--- src/rtl/nor_pw_pkg.sv ---
package nor_pw_pkg;
  localparam int ADDR_W = 32;
  localparam logic [7:0] OP_WREN = 8'h06;
  localparam logic [7:0] OP_RDSR = 8'h05;
  localparam logic [7:0] OP_PROG = 8'h02;

  typedef enum logic [2:0] {
    TX_WREN, TX_RDSR, TX_PROG, TX_DUMMY, TX_ADDR, TX_DATA
  } txSel_e;

  typedef struct packed {
    logic   loadReq;
    logic   loadChunk;
    logic   clrTimer;
    logic   clrGap;
    logic   csLow;
    logic   csHigh;
    logic   addrStep;
    logic   dataStep;
    logic   capStatus;
    txSel_e txSel;
  } ctlStrobe_t;
endpackage

--- src/rtl/nor_pw_shift.sv ---
module nor_pw_shift (
  input  logic       clk,
  input  logic       rstN,
  input  logic       start,
  input  logic [7:0] txByte,
  input  logic       miso,
  output logic       busy,
  output logic       done,
  output logic [7:0] rxByte,
  output logic       sclk,
  output logic       mosi
);
  logic [7:0] txSh;
  logic [2:0] bitCnt;
  logic       phase;

  assign mosi = txSh[7];

  always_ff @(posedge clk or negedge rstN) begin
    if (!rstN) begin
      busy <= 1'b0; done <= 1'b0; rxByte <= '0; sclk <= 1'b0;
      txSh <= '0; bitCnt <= '0; phase <= 1'b0;
    end else begin
      done <= 1'b0;
      if (start && !busy) begin
        busy <= 1'b1; txSh <= txByte; bitCnt <= 3'd7; phase <= 1'b0; sclk <= 1'b0;
      end else if (busy) begin
        if (!phase) begin
          sclk   <= 1'b1;
          rxByte <= {rxByte[6:0], miso};
          phase  <= 1'b1;
        end else begin
          sclk   <= 1'b0;
          phase  <= 1'b0;
          txSh   <= {txSh[6:0], 1'b0};
          bitCnt <= bitCnt - 3'd1;
          if (bitCnt == 3'd0) begin
            busy <= 1'b0;
            done <= 1'b1;
          end
        end
      end
    end
  end

  AST_SCLK_IDLE_LOW: assert property (@(posedge clk) disable iff (!rstN)
    !busy |-> !sclk);
endmodule

--- src/rtl/nor_pw_dp.sv ---
module nor_pw_dp
  import nor_pw_pkg::*;
#(
  parameter int LEN_W        = 16,
  parameter int MAX_WR_LOG2  = 8,
  parameter int POLL_GAP_CYC = 500,
  parameter int TIMEOUT_CYC  = 2500000
) (
  input  logic              clk,
  input  logic              rstN,
  input  ctlStrobe_t        ctl,
  input  logic [ADDR_W-1:0] reqAddr,
  input  logic [LEN_W-1:0]  reqLen,
  input  logic              fourByteMode,
  input  logic [3:0]        devPageLog2,
  input  logic [7:0]        dataByte,
  input  logic [1:0]        rxStat,
  output logic [7:0]        txByte,
  output logic              csN,
  output logic              wip,
  output logic              wel,
  output logic              addrLast,
  output logic              chunkEmpty,
  output logic              remZero,
  output logic              gapDone,
  output logic              tmoHit
);
  localparam int TMO_W = $clog2(TIMEOUT_CYC + 1);
  localparam int GAP_W = $clog2(POLL_GAP_CYC + 1);
  localparam logic [3:0] MAX_L2 = 4'(MAX_WR_LOG2);

  logic [ADDR_W-1:0] curAddr, chunkAddr;
  logic [LEN_W-1:0]  remLen, chunkLeft, chunkNext;
  logic [3:0]        pageLog2Q, effLog2;
  logic              fourB;
  logic [1:0]        addrIdx, statusQ;
  logic [TMO_W-1:0]  tmoCnt;
  logic [GAP_W-1:0]  gapCnt;
  logic [LEN_W:0]    effPage, pageMask, room;

  assign effLog2  = (pageLog2Q < MAX_L2) ? pageLog2Q : MAX_L2;
  assign effPage  = (LEN_W+1)'(1) << effLog2;
  assign pageMask = effPage - (LEN_W+1)'(1);
  assign room     = effPage - ({1'b0, curAddr[LEN_W-1:0]} & pageMask);
  assign chunkNext = ({1'b0, remLen} < room) ? remLen : room[LEN_W-1:0];

  assign wip        = statusQ[0];
  assign wel        = statusQ[1];
  assign addrLast   = (addrIdx == 2'd0);
  assign chunkEmpty = (chunkLeft == '0);
  assign remZero    = (remLen == '0);
  assign tmoHit     = (tmoCnt >= TMO_W'(TIMEOUT_CYC));
  assign gapDone    = (gapCnt == GAP_W'(POLL_GAP_CYC));

  always_comb begin
    unique case (ctl.txSel)
      TX_WREN: txByte = OP_WREN;
      TX_RDSR: txByte = OP_RDSR;
      TX_PROG: txByte = OP_PROG;
      TX_ADDR: txByte = chunkAddr[{addrIdx, 3'b000} +: 8];
      TX_DATA: txByte = dataByte;
      default: txByte = 8'h00;
    endcase
  end

  always_ff @(posedge clk or negedge rstN) begin
    if (!rstN) begin
      curAddr <= '0; chunkAddr <= '0; remLen <= '0; chunkLeft <= '0;
      pageLog2Q <= '0; fourB <= 1'b0; addrIdx <= '0; statusQ <= '0;
      tmoCnt <= '0; gapCnt <= '0; csN <= 1'b1;
    end else begin
      if (ctl.loadReq) begin
        curAddr <= reqAddr; remLen <= reqLen;
        pageLog2Q <= devPageLog2; fourB <= fourByteMode;
      end
      if (ctl.loadChunk) begin
        chunkAddr <= curAddr;
        chunkLeft <= chunkNext;
        addrIdx   <= fourB ? 2'd3 : 2'd2;
      end
      if (ctl.addrStep) addrIdx <= addrIdx - 2'd1;
      if (ctl.dataStep) begin
        curAddr   <= curAddr + ADDR_W'(1);
        remLen    <= remLen - LEN_W'(1);
        chunkLeft <= chunkLeft - LEN_W'(1);
      end
      if (ctl.capStatus) statusQ <= rxStat;
      if (ctl.clrTimer) tmoCnt <= '0;
      else if (!tmoHit) tmoCnt <= tmoCnt + TMO_W'(1);
      if (ctl.clrGap) gapCnt <= '0;
      else if (!gapDone) gapCnt <= gapCnt + GAP_W'(1);
      if (ctl.csHigh) csN <= 1'b1;
      else if (ctl.csLow) csN <= 1'b0;
    end
  end

  AST_CHUNK_IN_PAGE: assert property (@(posedge clk) disable iff (!rstN)
    ctl.loadChunk |=> (chunkLeft != '0) &&
      ((({1'b0, chunkAddr[LEN_W-1:0]} & pageMask) + {1'b0, chunkLeft}) <= effPage));
  AST_NO_UNDERFLOW: assert property (@(posedge clk) disable iff (!rstN)
    ctl.dataStep |-> (remLen != '0) && (chunkLeft != '0));
endmodule

--- src/rtl/nor_pw_ctl.sv ---
module nor_pw_ctl
  import nor_pw_pkg::*;
(
  input  logic       clk,
  input  logic       rstN,
  input  logic       reqValid,
  input  logic       dataValid,
  input  logic       shDone,
  input  logic       wip,
  input  logic       wel,
  input  logic       addrLast,
  input  logic       chunkEmpty,
  input  logic       remZero,
  input  logic       gapDone,
  input  logic       tmoHit,
  output ctlStrobe_t ctl,
  output logic       shStart,
  output logic       reqReady,
  output logic       dataReady,
  output logic       doneO,
  output logic       errO,
  output logic [1:0] errCode
);
  typedef enum logic [3:0] {
    S_IDLE, S_POLL_OP, S_POLL_RD, S_POLL_EVAL, S_POLL_WAIT,
    S_WREN, S_LAT_OP, S_LAT_RD, S_LAT_EVAL,
    S_PROG_OP, S_PROG_ADDR, S_PROG_DATA, S_DONE, S_ERR
  } state_e;

  state_e state, nxt;
  logic   sent, isSend;
  logic [1:0] errSet;

  assign doneO = (state == S_DONE);
  assign errO  = (state == S_ERR);

  always_comb begin
    ctl = '0; ctl.txSel = TX_DUMMY;
    nxt = state; shStart = 1'b0; dataReady = 1'b0; reqReady = 1'b0;
    isSend = 1'b0; errSet = 2'b00;
    unique case (state)
      S_IDLE: begin
        reqReady = 1'b1;
        if (reqValid) begin ctl.loadReq = 1'b1; ctl.clrTimer = 1'b1; nxt = S_POLL_OP; end
      end
      S_POLL_OP: begin
        isSend = 1'b1; ctl.txSel = TX_RDSR;
        if (shDone) nxt = S_POLL_RD;
      end
      S_POLL_RD: begin
        isSend = 1'b1;
        if (shDone) begin ctl.capStatus = 1'b1; ctl.csHigh = 1'b1; nxt = S_POLL_EVAL; end
      end
      S_POLL_EVAL: begin
        if (!wip) begin
          if (remZero) nxt = S_DONE;
          else begin ctl.loadChunk = 1'b1; nxt = S_WREN; end
        end else begin
          ctl.clrGap = 1'b1; nxt = S_POLL_WAIT;
        end
      end
      S_POLL_WAIT: begin
        if (gapDone) begin
          if (tmoHit) begin errSet = 2'b01; nxt = S_ERR; end
          else nxt = S_POLL_OP;
        end
      end
      S_WREN: begin
        isSend = 1'b1; ctl.txSel = TX_WREN;
        if (shDone) begin ctl.csHigh = 1'b1; nxt = S_LAT_OP; end
      end
      S_LAT_OP: begin
        isSend = 1'b1; ctl.txSel = TX_RDSR;
        if (shDone) nxt = S_LAT_RD;
      end
      S_LAT_RD: begin
        isSend = 1'b1;
        if (shDone) begin ctl.capStatus = 1'b1; ctl.csHigh = 1'b1; nxt = S_LAT_EVAL; end
      end
      S_LAT_EVAL: begin
        if (wel) nxt = S_PROG_OP;
        else begin errSet = 2'b10; nxt = S_ERR; end
      end
      S_PROG_OP: begin
        isSend = 1'b1; ctl.txSel = TX_PROG;
        if (shDone) nxt = S_PROG_ADDR;
      end
      S_PROG_ADDR: begin
        isSend = 1'b1; ctl.txSel = TX_ADDR;
        if (shDone) begin
          ctl.addrStep = !addrLast;
          if (addrLast) nxt = S_PROG_DATA;
        end
      end
      S_PROG_DATA: begin
        isSend = 1'b1; ctl.txSel = TX_DATA;
        if (shDone && chunkEmpty) begin
          ctl.csHigh = 1'b1; ctl.clrTimer = 1'b1; nxt = S_POLL_OP;
        end
      end
      S_DONE:  nxt = S_IDLE;
      S_ERR:   nxt = S_IDLE;
      default: nxt = S_IDLE;
    endcase
    if (isSend && !sent && !shDone && (state != S_PROG_DATA || (dataValid && !chunkEmpty))) begin
      shStart = 1'b1; ctl.csLow = 1'b1;
      if (state == S_PROG_DATA) begin dataReady = 1'b1; ctl.dataStep = 1'b1; end
    end
  end

  always_ff @(posedge clk or negedge rstN) begin
    if (!rstN) begin
      state <= S_IDLE; sent <= 1'b0; errCode <= 2'b00;
    end else begin
      state <= nxt;
      if (shDone) sent <= 1'b0;
      else if (shStart) sent <= 1'b1;
      if (ctl.loadReq) errCode <= 2'b00;
      else if (errSet != 2'b00) errCode <= errSet;
    end
  end

  AST_LATCH_ABORT: assert property (@(posedge clk) disable iff (!rstN)
    (state == S_LAT_EVAL && !wel) |=> (errO && errCode == 2'b10));
  AST_BUSY_TIMEOUT: assert property (@(posedge clk) disable iff (!rstN)
    (state == S_POLL_WAIT && gapDone && tmoHit) |=> (errO && errCode == 2'b01));
  AST_BACK_TO_IDLE: assert property (@(posedge clk) disable iff (!rstN)
    (doneO || errO) |=> reqReady);
endmodule

--- src/rtl/nor_page_writer.sv ---
module nor_page_writer
  import nor_pw_pkg::*;
#(
  parameter int LEN_W        = 16,
  parameter int MAX_WR_LOG2  = 8,
  parameter int POLL_GAP_CYC = 500,
  parameter int TIMEOUT_CYC  = 2500000
) (
  input  logic              clk,
  input  logic              rstN,
  input  logic              reqValid,
  output logic              reqReady,
  input  logic [ADDR_W-1:0] reqAddr,
  input  logic [LEN_W-1:0]  reqLen,
  input  logic              fourByteMode,
  input  logic [3:0]        devPageLog2,
  input  logic              dataValid,
  output logic              dataReady,
  input  logic [7:0]        dataByte,
  output logic              doneO,
  output logic              errO,
  output logic [1:0]        errCode,
  output logic              spiSclk,
  output logic              spiCsN,
  output logic              spiMosi,
  input  logic              spiMiso
);
  ctlStrobe_t ctl;
  logic shStart, shBusy, shDone;
  logic [7:0] txByte, rxByte;
  logic wip, wel, addrLast, chunkEmpty, remZero, gapDone, tmoHit;

  nor_pw_ctl u_ctl (
    .clk, .rstN, .reqValid, .dataValid, .shDone, .wip, .wel, .addrLast,
    .chunkEmpty, .remZero, .gapDone, .tmoHit, .ctl, .shStart, .reqReady,
    .dataReady, .doneO, .errO, .errCode
  );

  nor_pw_dp #(
    .LEN_W(LEN_W), .MAX_WR_LOG2(MAX_WR_LOG2),
    .POLL_GAP_CYC(POLL_GAP_CYC), .TIMEOUT_CYC(TIMEOUT_CYC)
  ) u_dp (
    .clk, .rstN, .ctl, .reqAddr, .reqLen, .fourByteMode, .devPageLog2,
    .dataByte, .rxStat(rxByte[1:0]), .txByte, .csN(spiCsN), .wip, .wel,
    .addrLast, .chunkEmpty, .remZero, .gapDone, .tmoHit
  );

  nor_pw_shift u_shift (
    .clk, .rstN, .start(shStart), .txByte, .miso(spiMiso), .busy(shBusy),
    .done(shDone), .rxByte, .sclk(spiSclk), .mosi(spiMosi)
  );

  AST_CS_FRAMES_BYTE: assert property (@(posedge clk) disable iff (!rstN)
    shBusy |-> !spiCsN);
  AST_IDLE_CS_HIGH: assert property (@(posedge clk) disable iff (!rstN)
    reqReady |-> spiCsN);
endmodule

--- config.mk ---
export PLATFORM = sky130hd
export DESIGN_NAME = nor_page_writer
export DESIGN_NICKNAME = d
export VERILOG_FILES = /design/src/rtl/nor_pw_pkg.sv /design/src/rtl/nor_pw_shift.sv /design/src/rtl/nor_pw_dp.sv /design/src/rtl/nor_pw_ctl.sv /design/src/rtl/nor_page_writer.sv
export SDC_FILE = /design/constraint.sdc
export NUM_CORES = 1
export LEC_CHECK = 0
export ABC_CLOCK_PERIOD_IN_PS = 5100
export BUFFER_PORTS_ARGS = -buffer_cell sky130_fd_sc_hd__buf_2
export CAP_MARGIN = 10
export CORE_ASPECT_RATIO = 0.7
export CORE_UTILIZATION = 46
export CTS_CLUSTER_SIZE = 28
export DETAILED_ROUTE_END_ITERATION = 8
export GPL_TIMING_DRIVEN = 0
export PLACE_DENSITY = 0.76
export RECOVER_POWER = 100
export SYNTH_ARGS = -nofsm -noshare
export SYNTH_HDL_FRONTEND = slang
export SYNTH_SLANG_ARGS = --single-unit
--- constraint.sdc ---
create_clock -name clk -period 5.1 [get_ports clk]
set_clock_uncertainty 0.05 [all_clocks]
set_input_delay 1.275 -clock clk [delete_from_list [all_inputs] [get_ports clk]]
set_output_delay 1.275 -clock clk [all_outputs]
set_load 0.005 [all_outputs]
==> impl_metrics.json, run 1 <==
{
  "syn_inst": 1102,
  "avgSynthCellArea_um2": 8.597,
  "insertion_delay_ns": 0.43,
  "ys.flop_type": "dfrtp_1",
  "setup_slack_ns": 0.1613,
  "track_usage_pct": 28.05,
  "netlist_area_um2": 9474,
  "layout_commonest_cell": "nand2_1",
  "gp_congestion": 0.9191,
  "startpoint_type": "flop",
  "min_period_ns": 4.939,
  "placed_area_um2": 10230,
  "drcViolationCount": 0,
  "p_leak_nw": 4.897,
  "holdPathStages": 1,
  "area.growth.synth_to_final_pct": 14.95,
  "vias": 9051,
  "cap_violations": 1,
  "cts_tree": "done",
  "yosysSeqAreaShare_pct": 42.27,
  "crit_fanout": 10,
  "drtPass1Iterations": 6,
  "ctsLongestPathBuffers": 2,
  "totalWireLength_um": 28660,
  "final_area_um2": 10890,
  "initial_utilization_pct": 47.34,
  "rrSetupSlack_ns": 0.31,
  "vdd_drop_max_mv": 0.2091,
  "powerDensity_nw_per_um2": 261.6,
  "std_cell_rows": 43,
  "place_worst_setup_slack_ns": 0.02497,
  "min_path_type": "reg -> reg",
  "fin_nets": 1298,
  "post_cts_buffers": 0,
  "wl_per_cell_um": 19.35,
  "slew_headroom_pct": -121.0,
  "worst_slew_pin_slew_ns": 3.315,
  "grt_antenna_before_repair": 0,
  "core_area_um2": 20010,
  "r2r_end": "u_dp.chunkLeft[2]$_DFFE_PN0P_",
  "via_per_inst": 6.111,
  "ios": 75,
  "setup_viol": 0,
  "drtIter0Drc": 1226,
  "path_clk_slew_ns": 0.07,
  "hold_end": "u_shift.done$_DFF_PN0_",
  "grt_pass1_vias": 8100,
  "hold_viol": 0,
  "root_buffer": "clkbuf_16",
  "ys_seq_elements": 160,
  "min_from": "u_shift.bitCnt[2]$_DFFE_PN0P_",
  "overflow": 0,
  "drv_slew": 66,
  "h-tree-depth": 4,
  "clock-sinks": 160,
  "holdBufCountCts": 0,
  "ant_nets": 0,
  "endpoint_kind": "output port",
  "critical_path_class": "reg -> out",
  "die-area_um2": 21180,
  "status": "complete, but fails checks",
  "ys_types": 80,
  "async_flop_share_pct": 100.0,
  "reg2reg_from": "u_dp.pageLog2Q[2]$_DFFE_PN0P_",
  "die-width_um": 173.5,
  "die_h_um": 122.1,
  "yosys_warnings": 0,
  "fillCellCount": 1851,
  "arrival_ns": 3.61,
  "diodes": 0,
  "required_ns": 3.77,
  "numCtsBuffers": 17,
  "utilization_pct": 54.41,
  "fin_setup_tns_ns": 0,
  "grt_start_max_net_pins": 96,
  "grt_pass1_wl_um": 45590,
  "timing.fmax_ghz": 0.2025,
  "layout_common_cells": "nand2_1, dfrtp_1, nor2_1",
  "period_share_pct": 96.84,
  "dp_hpwl_um": 20670,
  "port_buffers": 74,
  "drive_above_1_share_pct": 11.89,
  "violations": "max-capacitance violations, max-slew violations",
  "reg2reg_depth": 16,
  "synth_edf_count": 0
}
report_power, final:
group	switching (mW)	internal [mW]	total [mW]
clock network	0.533	0.954	1.49
registers	0	1.27	1.27
logic	0.0580	0.0350	0.0930
total	0.591	2.26	2.85
worst max-delay path, stage by stage (launching register included):
cell,delay [ns]
dfrtp_1,0.33
clkbuf_1,0.30
nand2b_1,0.22
nor2_1,0.60
nand4_2,0.38
inv_1,0.23
buf_2,0.29
clkbuf_1,0.59
buf_2,0.23
logic make-up (layout without fill, tap and decap cells):
kind of cell               count (synthesis)  in the layout  share of synthesized area (%)
AOI/OAI and AO/OA                        243            243                          17.25
xor gates and xnor gates                  39             39                          3.605
adders and majority gates                 32             32                          4.226
buffers and inverters                     96            201                          4.318
DFF                                      160            160                          42.27
muxes                                     22             22                          3.460
other                                      2              6                        0.07927
and+or+nand+nor                          508            508                          24.79
state kept, by name, indices dropped and copies added, names as in the netlist, 2 cells and up:
signal and flops:
u_dp.remLen 16, u_dp.curAddr 32, u_ctl.state 4, u_dp.gapCnt 9
u_shift.txSh 8, u_shift.rxByte 2, u_dp.pageLog2Q 4, u_dp.chunkLeft 16
u_ctl.errCode 2, u_shift.bitCnt 3, u_dp.tmoCnt 22, u_dp.addrIdx 2
u_dp.statusQ 2, u_dp.chunkAddr 32
worst max-delay path by stage:
stage,startpoint,to,depth (start not counted)
final,u_ctl.state[3]$_DFFE_PN0P_,dataReady,8
after global routing,u_dp.pageLog2Q[0]$_DFFE_PN0P_,u_dp.chunkLeft[13]$_DFFE_PN0P_,19
after CTS,u_dp.pageLog2Q[2]$_DFFE_PN0P_,u_dp.chunkLeft[2]$_DFFE_PN0P_,20
after detailed placement,u_dp.pageLog2Q[2]$_DFFE_PN0P_,u_dp.chunkLeft[13]$_DFFE_PN0P_,20
after global placement,u_dp.pageLog2Q[2]$_DFFE_PN0P_,u_dp.chunkLeft[13]$_DFFE_PN0P_,20
after floorplan,u_dp.pageLog2Q[2]$_DFFE_PN0P_,u_dp.chunkLeft[2]$_DFFE_PN0P_,19
Yosys cell counts (all sizes together), types with 11 or more instances:
| cell type | count | area share [%] |
|---|---|---|
| o21ai | 61 | 3.2 |
| xor2 | 18 | 1.7 |
| xnor2 | 21 | 1.9 |
| and3 | 16 | 1.1 |
| buf | 26 | 1.5 |
| nor2 | 113 | 4.5 |
| inv | 38 | 1.5 |
| a211oi | 11 | 0.92 |
| nand3 | 49 | 2.6 |
| nand4 | 16 | 1.1 |
| o211ai | 13 | 1.2 |
| ha | 32 | 4.2 |
| nand2 | 206 | 8.2 |
| nor3 | 42 | 2.3 |
| a21oi | 59 | 3.2 |
| dfrtp | 159 | 42 |
| clkbuf | 31 | 1.2 |
layer usage:
| layer | track usage, % | share of wire, % |
|---|---|---|
| met4 | 9.624 | 2.4 |
| met3 | 5.868 | 11 |
| met5 | 0 | 0 |
| met1 | 43.47 | 46 |
| met2 | 38.03 | 40 |
stage by stage:
stage | cells | power, mW | hold slack, ns
floorplan | 1106 | 1.321 | 0.3904
global placement | 1450 | 1.380 | 0.4070
detailed placement | 1451 | 1.384 | 0.4140
CTS | 1481 | 2.850 | 0.4303
global route | 1481 | 2.915 | 0.4520
finish | 1481 | 2.849 | 0.4334
final cells by class:
cell class | count | area (µm²) | share of cell area (%)
plain buffers | 57 | 247.7 | 2.275
clock buffers | 21 | 470.5 | 4.320
clock inverters | 9 | 205.2 | 1.884
inverters | 39 | 146.4 | 1.344
multi-input cells | 850 | 5081 | 46.66
flip-flops and latches | 160 | 4005 | 36.78
well taps | 270 | 337.8 | 3.102
repair buffers | 75 | 396.6 | 3.642
what timing repair did:
| item | CTS | global route |
|---|---|---|
| pin swaps | 0 | 1 |
| endpoints found under the hold margin | 0 | 0 |
| gates resized for setup | 1 | 9 |
| endpoints found under the setup margin | 4 | 16 |
Power figures use the tool's default switching activity.
==> run 2, diff against run 1 <==
Settings changed: ABC_CLOCK_PERIOD_IN_PS 5100 to 6200, HOLD_SLACK_MARGIN set to 0.02, RECOVER_POWER 100 to unset.
Clock period 5.1 ns to 6.2 ns, I/O delays scaled along.
==> run 2 against run 1 <==
Net effect: the run ends with design-rule violations left; die area unchanged; routed wire length down 0.29%; sequential power down 18%; register-to-register slack better by 0.64 ns; global-route usage about the same; flip-flop and latch count unchanged; critical path depth up 12; combinational power down 18%; worst setup slack better by 0.79 ns; largest cell class unchanged.
==> impl_metrics.json, run 2 (synthesis results as in run 1) <==
{
  "slew_headroom_pct": 41.18,
  "holdBufCountCts": 0,
  "dp_hpwl_um": 20670,
  "endpoint_kind": "flop",
  "ios": 75,
  "post_cts_buffers": 0,
  "min_path_type": "reg -> reg",
  "period_share_pct": 84.73,
  "min_period_ns": 5.253,
  "cp-startpoint": "u_dp.pageLog2Q[2]$_DFFE_PN0P_",
  "die_h_um": 122.1,
  "drive_above_1_share_pct": 13.29,
  "port_buffers": 74,
  "overflow": 0,
  "grt_antenna_before_repair": 0,
  "hold_viol": 0,
  "worst_slew_pin_slew_ns": 0.8785,
  "utilization_pct": 54.51,
  "initial_utilization_pct": 47.34,
  "rsz0062_at_grt": "no",
  "die-width_um": 173.5,
  "grt_start_max_net_pins": 96,
  "critical_path_class": "reg -> reg",
  "layout_common_cells": "nand2_1, dfrtp_1, nor2_1",
  "gp_congestion": 0.9191,
  "place_worst_setup_slack_ns": 1.125,
  "crit_fanout": 10,
  "fin_cells": 1481,
  "post_cts_resized": 0,
  "placedCellCount": 1451,
  "grt_pass1_wl_um": 45550,
  "die-area_um2": 21180,
  "final_area_um2": 10910,
  "violations": "design-rule violations",
  "p_leak_nw": 4.936,
  "ctsLongestPathBuffers": 2,
  "vdd_drop_max_mv": 0.1745,
  "placed_area_um2": 10230,
  "wl_per_cell_um": 19.29,
  "numCtsBuffers": 17,
  "h-tree-depth": 4,
  "insertion_delay_ns": 0.44,
  "reg2reg_depth": 20,
  "root_buffer": "clkbuf_16",
  "setup_viol": 0,
  "vias": 9032,
  "largest_registers": "u_dp.chunkAddr: 32 flops, u_dp.curAddr: 32 flops, u_dp.tmoCnt: 22 flops",
  "diodes": 0,
  "drtIter0Drc": 1208,
  "status": "complete, but fails checks",
  "timing.fmax_ghz": 0.1904,
  "cts_tree": "done",
  "required_ns": 6.46,
  "reg2reg_from": "u_dp.pageLog2Q[2]$_DFFE_PN0P_",
  "rrSetupSlack_ns": 0.95,
  "layout_commonest_cell": "nand2_1",
  "std_cell_rows": 43,
  "powerDensity_nw_per_um2": 214.7,
  "setup_slack_ns": 0.9466,
  "path_clk_slew_ns": 0.06,
  "cp-endpoint": "u_dp.chunkLeft[2]$_DFFE_PN0P_",
  "ant_nets": 0,
  "cap_violations": 0,
  "drcViolationCount": 5,
  "drv_slew": 0,
  "arrival_ns": 5.51,
  "startpoint_type": "flop",
  "clock-sinks": 160,
  "totalWireLength_um": 28570,
  "via_per_inst": 6.099,
  "fin_setup_tns_ns": 0,
  "area.growth.synth_to_final_pct": 15.16,
  "r2r_end": "u_dp.chunkLeft[2]$_DFFE_PN0P_",
  "grt_pass1_vias": 8098,
  "drtPass1Iterations": 9,
  "track_usage_pct": 28.03,
  "core_area_um2": 20010,
  "fin_nets": 1298
}
## run 2: how the worst min path moves through the flow
stage,start,endpoint,depth (start not counted)
3_3_place_gp,u_dp.chunkAddr[14]$_DFFE_PN0P_,u_dp.chunkAddr[14]$_DFFE_PN0P_,2
5_1_grt,u_dp.chunkAddr[0]$_DFFE_PN0P_,u_dp.chunkAddr[0]$_DFFE_PN0P_,2
4_1_cts,u_dp.chunkAddr[10]$_DFFE_PN0P_,u_dp.chunkAddr[10]$_DFFE_PN0P_,2
3_5_place_dp,u_dp.chunkAddr[10]$_DFFE_PN0P_,u_dp.chunkAddr[10]$_DFFE_PN0P_,2
2_1_floorplan,u_dp.chunkAddr[22]$_DFFE_PN0P_,u_dp.chunkAddr[22]$_DFFE_PN0P_,2
6_report,u_shift.bitCnt[2]$_DFFE_PN0P_,u_shift.done$_DFF_PN0_,1
## run 2: per-stage QoR
step | power (mW) | hold WS [ns]
2_1_floorplan | 1.087 | 0.3904
3_3_place_gp | 1.135 | 0.4070
3_5_place_dp | 1.139 | 0.4140
4_1_cts | 2.344 | 0.4303
5_1_grt | 2.397 | 0.4520
6_report | 2.343 | 0.4301
## run 2: layout make-up
class / count / area [µm²]
Fill cell: 1840 / 9104
Multi-Input combinational cell: 850 / 5075
Sequential cell: 160 / 4005
Clock buffer: 21 / 470.5
Timing Repair Buffer: 75 / 407.9
Tap cell: 270 / 337.8
Buffer: 57 / 262.8
Clock inverter: 9 / 205.2
Inverter: 39 / 146.4
## run 2: worst max-delay path, cell delays in order (launching register included)
cell and delay, ns:
dfrtp_1 0.45, buf_2 0.21, nor4_1 0.48, inv_1 0.12, ha_1 0.32, nand2_1 0.15, o221ai_1 0.16, a21oi_1 0.33
a41o_1 0.39, nand2b_1 0.10, a21boi_0 0.22, xnor2_1 0.18, ha_1 0.30, nand4_1 0.13, nor2_1 0.06, a2111oi_0 0.40
o31ai_1 0.25, o211ai_4 0.21, buf_6 0.21, nor3_1 0.05, a311o_1 0.34
## run 2: layer usage
layer	track usage (%)	vias to the layer above	wire length, µm
met4	9.624	0	721
met5	0	-	0
met3	5.868	66	3341
met1	43.45	4294	13100
li1	-	4124	-
met2	37.98	548	11410
## run 2: where the power goes
part / internal (mW) / switching, mW
sequential: 1.04 / 0
combinational: 0.0289 / 0.0469
clock: 0.785 / 0.438
total: 1.86 / 0.485
